## config.mk

```make
export PLATFORM = sky130hd
export DESIGN_NAME = hwm_ctrl_bank
export DESIGN_NICKNAME = d
export VERILOG_FILES = /design/src/rtl/hwm_pkg.sv /design/src/rtl/hwm_addr_dec.sv /design/src/rtl/hwm_field_word.sv /design/src/rtl/hwm_reg_core.sv /design/src/rtl/hwm_ctrl_bank.sv
export SDC_FILE = /design/constraint.sdc
export NUM_CORES = 1
export LEC_CHECK = 0
export BUFFER_PORTS_ARGS = -buffer_cell sky130_fd_sc_hd__buf_2
export CAP_MARGIN = 20
export CORE_MARGIN = 8
export CORE_UTILIZATION = 40
export CTS_CLUSTER_DIAMETER = 200
export DETAILED_ROUTE_END_ITERATION = 8
export PLACE_DENSITY = 0.68
export SYNTH_ARGS = -nofsm -noshare
export SYNTH_HDL_FRONTEND = slang
export SYNTH_SLANG_ARGS = --single-unit
```

## constraint.sdc

```tcl
create_clock -name clk -period 2.3 [get_ports clk]
set_input_delay 0.115 -clock clk [delete_from_list [all_inputs] [get_ports clk]]
set_output_delay 0.115 -clock clk [all_outputs]
set_load 0.005 [all_outputs]
```

## src/rtl/hwm_pkg.sv

```systemverilog
package hwm_pkg;

    localparam int HALF_W = 16;

    typedef logic [HALF_W-1:0] half_t;

    // Ones from bit lo up to bit hi inclusive; empty when hi < lo.
    function automatic half_t span_mask(input logic [3:0] lo, input logic [3:0] hi);
        half_t m;
        m = '0;
        for (int i = 0; i < HALF_W; i++) begin
            if ((i >= int'(lo)) && (i <= int'(hi))) begin
                m[i] = 1'b1;
            end
        end
        return m;
    endfunction

endpackage

```

## src/rtl/hwm_addr_dec.sv

```systemverilog
module hwm_addr_dec #(
    parameter int NUM_REGS = 4,
    parameter int ADDR_W   = 8
) (
    input  logic                clk,
    input  logic                rst_n,
    input  logic                req,
    input  logic [ADDR_W-1:0]   addr,
    output logic [NUM_REGS-1:0] sel
);

    localparam int WORD_W = ADDR_W - 2;

    logic aligned;
    logic [WORD_W-1:0] word_idx;

    assign aligned  = (addr[1:0] == 2'b00);
    assign word_idx = addr[ADDR_W-1:2];

    for (genvar k = 0; k < NUM_REGS; k++) begin : g_sel
        assign sel[k] = req && aligned && (word_idx == WORD_W'(k));
    end


    sel_onehot_chk: assert property (@(posedge clk) disable iff (!rst_n)
        $onehot0(sel));


    unaligned_nosel_chk: assert property (@(posedge clk) disable iff (!rst_n)
        (addr[1:0] != 2'b00) |-> (sel == '0));

endmodule

```

## src/rtl/hwm_field_word.sv

```systemverilog
module hwm_field_word
    import hwm_pkg::*;
(
    input  logic        enable,
    input  logic [3:0]  lo,
    input  logic [3:0]  hi,
    input  half_t       off_val,
    input  half_t       on_val,
    output logic [31:0] word
);

    half_t mask;
    half_t chosen;
    half_t placed;

    always_comb begin
        mask   = span_mask(lo, hi);
        chosen = enable ? on_val : off_val;
        placed = half_t'(chosen << lo);
        word   = {mask, placed & mask};
    end


    always_comb begin
        data_in_mask_chk: assert ((word[15:0] & ~word[31:16]) == 16'h0000);
    end

endmodule

```

## src/rtl/hwm_reg_core.sv

```systemverilog
module hwm_reg_core
    import hwm_pkg::*;
#(
    parameter int NUM_REGS = 4
) (
    input  logic                            clk,
    input  logic                            rst_n,
    input  logic [NUM_REGS-1:0]             wr_sel,
    input  logic [31:0]                     wr_word,
    output logic [NUM_REGS-1:0][HALF_W-1:0] regs
);

    typedef struct packed {
        logic [NUM_REGS-1:0][HALF_W-1:0] regs;
    } core_state_t;

    core_state_t st_d, st_q;
    half_t       wr_mask;
    half_t       wr_bits;

    assign wr_mask = wr_word[31:16];
    assign wr_bits = wr_word[15:0];

    always_comb begin
        st_d = st_q;
        for (int k = 0; k < NUM_REGS; k++) begin
            if (wr_sel[k]) begin
                st_d.regs[k] = (st_q.regs[k] & ~wr_mask) | (wr_bits & wr_mask);
            end
        end
        if (!rst_n) begin
            st_d = '0;
        end
    end

    always_ff @(posedge clk) begin
        st_q <= st_d;
    end

    assign regs = st_q.regs;

    for (genvar k = 0; k < NUM_REGS; k++) begin : g_chk

        masked_take_chk: assert property (@(posedge clk) disable iff (!rst_n)
            $past(wr_sel[k]) |->
                ((st_q.regs[k] & $past(wr_mask)) == ($past(wr_bits) & $past(wr_mask))));


        unmasked_hold_chk: assert property (@(posedge clk) disable iff (!rst_n)
            (st_q.regs[k] != $past(st_q.regs[k])) |->
                ($past(wr_sel[k]) &&
                 (((st_q.regs[k] ^ $past(st_q.regs[k])) & ~$past(wr_mask)) == '0)));


        reset_clear_chk: assert property (@(posedge clk)
            !rst_n |=> (st_q.regs[k] == '0));
    end

endmodule

```

## src/rtl/hwm_ctrl_bank.sv

```systemverilog
module hwm_ctrl_bank
    import hwm_pkg::*;
#(
    parameter int NUM_REGS = 4,
    parameter int ADDR_W   = 8
) (
    input  logic              clk,
    input  logic              rst_n,
    input  logic              wr_en,
    input  logic [ADDR_W-1:0] wr_addr,
    input  logic [31:0]       wr_data,
    input  logic [ADDR_W-1:0] rd_addr,
    output logic [31:0]       rd_data,
    input  logic              fh_enable,
    input  logic [3:0]        fh_lo,
    input  logic [3:0]        fh_hi,
    input  logic [15:0]       fh_off_val,
    input  logic [15:0]       fh_on_val,
    output logic [31:0]       fh_word,
    output logic              phy_lp_en,
    output logic              rx_lfs_en,
    output logic [1:0]        lane_pair_sel,
    output logic [15:0]       port_cfg
);

    localparam int PAIR_REG = 0;
    localparam int PAIR_LO  = 2;
    localparam int PWR_REG  = 1;
    localparam int PWR_BIT  = 13;
    localparam int RXS_BIT  = 14;
    localparam int CFG_REG  = 2;

    logic [NUM_REGS-1:0]             wr_sel;
    logic [NUM_REGS-1:0]             rd_sel;
    logic [NUM_REGS-1:0][HALF_W-1:0] regs;
    half_t                           rd_half;

    hwm_addr_dec #(.NUM_REGS(NUM_REGS), .ADDR_W(ADDR_W)) i_wr_dec (
        .clk   (clk),
        .rst_n (rst_n),
        .req   (wr_en),
        .addr  (wr_addr),
        .sel   (wr_sel)
    );

    hwm_addr_dec #(.NUM_REGS(NUM_REGS), .ADDR_W(ADDR_W)) i_rd_dec (
        .clk   (clk),
        .rst_n (rst_n),
        .req   (1'b1),
        .addr  (rd_addr),
        .sel   (rd_sel)
    );

    hwm_reg_core #(.NUM_REGS(NUM_REGS)) i_core (
        .clk     (clk),
        .rst_n   (rst_n),
        .wr_sel  (wr_sel),
        .wr_word (wr_data),
        .regs    (regs)
    );

    hwm_field_word i_helper (
        .enable  (fh_enable),
        .lo      (fh_lo),
        .hi      (fh_hi),
        .off_val (fh_off_val),
        .on_val  (fh_on_val),
        .word    (fh_word)
    );

    always_comb begin
        rd_half = '0;
        for (int k = 0; k < NUM_REGS; k++) begin
            if (rd_sel[k]) begin
                rd_half = rd_half | regs[k];
            end
        end
    end

    assign rd_data       = {16'h0000, rd_half};
    assign lane_pair_sel = regs[PAIR_REG][PAIR_LO+1:PAIR_LO];
    assign phy_lp_en     = regs[PWR_REG][PWR_BIT];
    assign rx_lfs_en     = regs[PWR_REG][RXS_BIT];
    assign port_cfg      = regs[CFG_REG];


    pwr_keeps_rx_chk: assert property (@(posedge clk) disable iff (!rst_n)
        ($past(wr_sel[PWR_REG]) && !$past(wr_data[16+RXS_BIT])) |-> $stable(rx_lfs_en));


    rx_keeps_pwr_chk: assert property (@(posedge clk) disable iff (!rst_n)
        ($past(wr_sel[PWR_REG]) && !$past(wr_data[16+PWR_BIT])) |-> $stable(phy_lp_en));

endmodule

```

Word level (Yosys, flattened, before mapping). Index checks and enable logic that the tools add are counted.

Output and inout bits: 84. Register bits: 64. Input bits: 92.

Eq/ne operators: 6. Muxes and demuxes: 21. Reductions and logical operators: 27. Shift operators: 1. Bitwise gates (word level): 14. Magnitude comparators: 30.

Operators by type and width (count): OR 16 bit (7); bitwise AND 16 bit (6); two-way mux 16 bit (5); <= comparator 4 bit, first input constant (8); >= comparator 4 bit, first input constant (7); equality test 6 x 2 -> 1 bit, second input constant (4); logical AND 1 bit (23); >= comparator 3 x 4 -> 1 bit, first input constant (4); <= comparator 3 x 4 -> 1 bit, first input constant (4); two-way mux 1 bit (16); NOT 16 bit (1); left shift 16 x 4 -> 16 bit (1); equality test 6 x 1 -> 1 bit, second input constant (2); logical NOT 6 bit (2); >= comparator 1 x 4 -> 1 bit, first input constant (2); >= comparator 2 x 4 -> 1 bit, first input constant (2); <= comparator 2 x 4 -> 1 bit, first input constant (2); <= comparator 1 x 4 -> 1 bit, first input constant (1); logical NOT 2 bit (2).

Longest topological paths before layout.
Word-level depth: 9. Mapped depth: 6.

Modules after synthesis. From an unflattened synthesis, not the netlist that was laid out.

Cell total of the unflattened synthesis: 533. Area, all modules: 4729.5 µm².

By module, submodules not included: hwm_reg_core (area each 2748.9 µm², sequential area each 1281.2 µm², cells each 289, times used 1); hwm_field_word (area each 1292.5 µm², sequential area each 0.0 µm², cells each 154, times used 1); hwm_ctrl_bank (area each 578.1 µm², sequential area each 0.0 µm², cells each 74, times used 1); hwm_addr_dec (area each 55.1 µm², sequential area each 0.0 µm², cells each 8, times used 2).

Worst setup path after synthesis. No wires, ideal clock.

Path type: input to output. Start point: input fh_enable. End point: output fh_word[9]. Path slack: 0.555 ns. Required time: 2.185 ns. Stages: 6. Data arrival time: 1.630 ns. Buffers on the path: 2. Path through: buf_2 buf_2 mux2_2 mux4_2 a22oi_1 a21boi_1.

Longest elaborated chain between the ends: 3.

RTL lines: start, declared (line hwm_ctrl_bank.sv:14) `input logic fh_enable,`; two-way mux 16 bit (line hwm_field_word.sv:18) `chosen = enable ? on_val : off_val;`; left shift 16 x 4 -> 16 bit (line hwm_field_word.sv:19) `placed = half_t'(chosen << lo);`; bitwise AND 16 bit (line hwm_field_word.sv:20) `word = {mask, placed & mask};`; end, declared (line hwm_ctrl_bank.sv:19) `output logic [31:0] fh_word,`.

No other way between the ends.

Worst setup path after layout.
Start point: input fh_enable. End point: output fh_word[12].

Same word-level chain as after synthesis.

==> metrics.csv <==
metric,value,unit
status,completed,
dp_slack,0.224,ns
synthArstFlopShare,0,
postCtsSetupRepairBufs,0,
synth_fa_ha_area_frac,0,
tightest_slew,0.674,ns
final_net_count,748,
final_layout_size_suffix_gt1_frac,0.359,
setup_tns,0,ns
wl,15.1,mm
final_max_slew_viol_count,0,
syn_inst,524,
grt_antenna_before_repair,0,
htree_num_levels,3,
relSlewSlack,0.551,
seq_power_share,0.399,
design_area,5420,sq um
crit_start,fh_enable,
avgSynthCellArea,8.46,sq um
root_buffer,clkbuf_8,
cp_top_family,buffers and inverters,
crit_end,fh_word[12],
power_leakage,2.33,nW
remaining_drc_errors,0,
place.gp.congestion,0.914,
cts_tree,done,
cp_num_cells,7,
grt-busiest-layer,met2,
netSwitchingFraction,0.256,
synth_top_family_by_area,compound AO/OA/AOI/OAI gates,
yosysSeqAreaShare,0.289,
layout-area-overhead-vs-synth,22.3,%
synth_area,4430,sq um
grt_pass1_vias,4848,
combinationalPowerShare,0.177,
cp_num_buf_inv,3,
cp_common_cell,buf_2,
cts_resized,0,
synthXorXnorAreaFrac,0,
grt_util_met2,0.354,
yosys_warnings,0,
numCtsBuffers,9,
powerDensity,513,nW/um^2
track_usage,0.199,
max_freq,0.468,GHz
portBuffers,159,
critPathKind,in2out,
cts.reportedPaths.clkPinSlew,0.07,ns
cts-hold-fix-buffers,0,
skew,0,ns
dpl.hpwl,11.1,mm
power.switching,712,uW
p_int,2.07,mW
setup_viol,0,
ant_nets,0,
timing.final.ws_setup,0.162,ns
via_per_inst,5.75,
die_y,121,um
fp-row-count,38,
period_share,0.929,
grt_pass1_wl,23.8,mm
synth.top_cell.area_share,0.289,
core_area,10800,sq um
fp.dieArea,14700,sq um
cp-start-kind,input port,
synth_edf_count,0,
required,2.18,ns
synth.distinct_cells,52,
initial_utilization,0.409,
synth_top_area_cell,dfxtp_1,
insertion_delay,0.33,ns
drv_cap,0,
rr_worst_depth,2,
die_width,121,um
ff2ff_setup_slack,1.61,ns
io_pins,176,
drtIter0Drc,476,
path_cells,buf_2 > buf_4 > mux2i_1 > a22o_1 > or3_1 > a311oi_1 > buf_2,
crit_path_max_incr_delay,0.39,ns
synth_area_leaders,"dfxtp_1, mux4_2, a21oi_1",
vias,4605,
clockPowerShare,0.424,
first_pass_iters,5,
use_met3,0.0526,
synth_compound_area_frac,0.212,
hold_violations,0,
met1_usage,0.225,
hold_path.class,in2reg,
place_area,5170,sq um
crit_path_top_delay_cell,a311oi_1,
cp_max_fo,18,
cts_sinks,64,
rsz0062_at_grt,false,
end_kind,output port,
synthMuxAreaShare,0.203,
fillers,1064,
fin_crit,2.14,ns
grt_max_degree,65,
synthFlopType,dfxtp_1,
vdd_drop_max,0.364,mV
overflow,0,
ys_seq_elements,64,
cts.path.max_buffers,2,
wl_per_cell,18.8,um
n_antenna_cell,0,
critPathArrivalTime,2.02,ns
synthSimpleGateAreaFrac,0.181,
[routing by layer]
metal,vias to the layer above,wire length (um)
met5,-,0
met4,0,182
met3,20,1390
met2,215,7730
met1,2193,5780
li1,2177,-
[through the flow]
stage	hold slack (ns)	util	power, mW	cells
3_3_place_gp	0.400	0.477	1.61	785
4_1_cts	0.0395	0.500	2.79	801
5_1_grt	0.0539	0.500	2.88	801
6_report	0.0546	0.500	2.78	801
2_1_floorplan	0.263	-	1.42	539
3_5_place_dp	0.409	0.477	1.62	785
[cells in the mapped netlist (3+ instances only)]
master,count
nand3_1,67
o21ai_0,37
nand2b_1,3
mux2_2,8
and3_1,16
buf_4,35
nor4_1,3
mux2_1,6
a21oi_1,69
o31ai_1,3
nand2_1,11
a211oi_1,5
o21ai_1,32
nor2b_1,4
nor3_1,6
buf_2,9
dfxtp_1,64
inv_1,21
and2_1,6
clkbuf_1,23
mux2i_1,9
nor2_1,14
a21boi_1,3
a22oi_1,3
mux4_2,29
[worst reg2reg max path: cells and delay by family (launching register included)]
kind           cells  cell delay, ns
flip-flops         1            0.37
AO/OA/AOI/OAI      2            0.25
[cells by family (layout without fill, tap and decap cells)]
kind of cell	Yosys count	after routing
AOI/OAI and AO/OA	169	169
and+or+nand+nor	145	145
buffers and inverters	93	215
DFF	64	64
muxes	52	52
other	1	16
[worst min path at each step]
stage	to	cells past startpoint	start
floorplan	register	2	wr_data[5]
global placement	register	3	wr_data[4]
detailed placement	register	3	wr_data[6]
CTS	register	3	wr_data[3]
global route	register	3	wr_data[13]
finish	register	3	wr_data[13]
[cell usage in the layout, fill, tap and decap left out, types with 3 or more instances in the layout]
cell type  netlist  routed
a22oi_1          3       3
mux4_2          29      29
a21boi_1         3       3
o21ai_0         37      37
nor2b_1          4       4
nand2_1         11      11
o31ai_1          3       3
clkbuf_8         0      10
a211oi_1         5       5
o21ai_1         32      32
mux2i_1          9       9
nor3_1           6       6
inv_1           21      21
and3_1          16      16
mux2_1           6       6
nor2_1          14      14
nand2b_1         3       3
and2_1           6       6
buf_2            9     159
buf_4           35      18
conb_1           1      16
nand3_1         67      67
a21oi_1         69      69
bufinv_16        0       3
mux2_2           8       8
dfxtp_1         64      64
[final cells by class]
cell class / instances / area (sq um) / share of cell area
multi-input cells: 382 / 2710 / 0.499
flip-flops and latches: 64 / 1280 / 0.236
repair buffers: 177 / 931 / 0.172
well taps: 140 / 175 / 0.0323
clock buffers: 11 / 141 / 0.0261
clock inverters: 5 / 104 / 0.0192
inverters: 22 / 82.6 / 0.0152
[power by group through the flow]
| stage | clock network [mW] | logic [mW] | registers, mW |
|---|---|---|---|
| 6_report | 1.18 | 0.492 | 1.11 |
| 5_1_grt | 1.24 | 0.538 | 1.11 |
| 4_1_cts | 1.20 | 0.488 | 1.11 |
| 3_5_place_dp | 0 | 0.485 | 1.13 |
| 3_3_place_gp | 0 | 0.481 | 1.13 |
| 2_1_floorplan | 0 | 0.285 | 1.13 |
No activity file was read; power rests on OpenSTA's default activity.
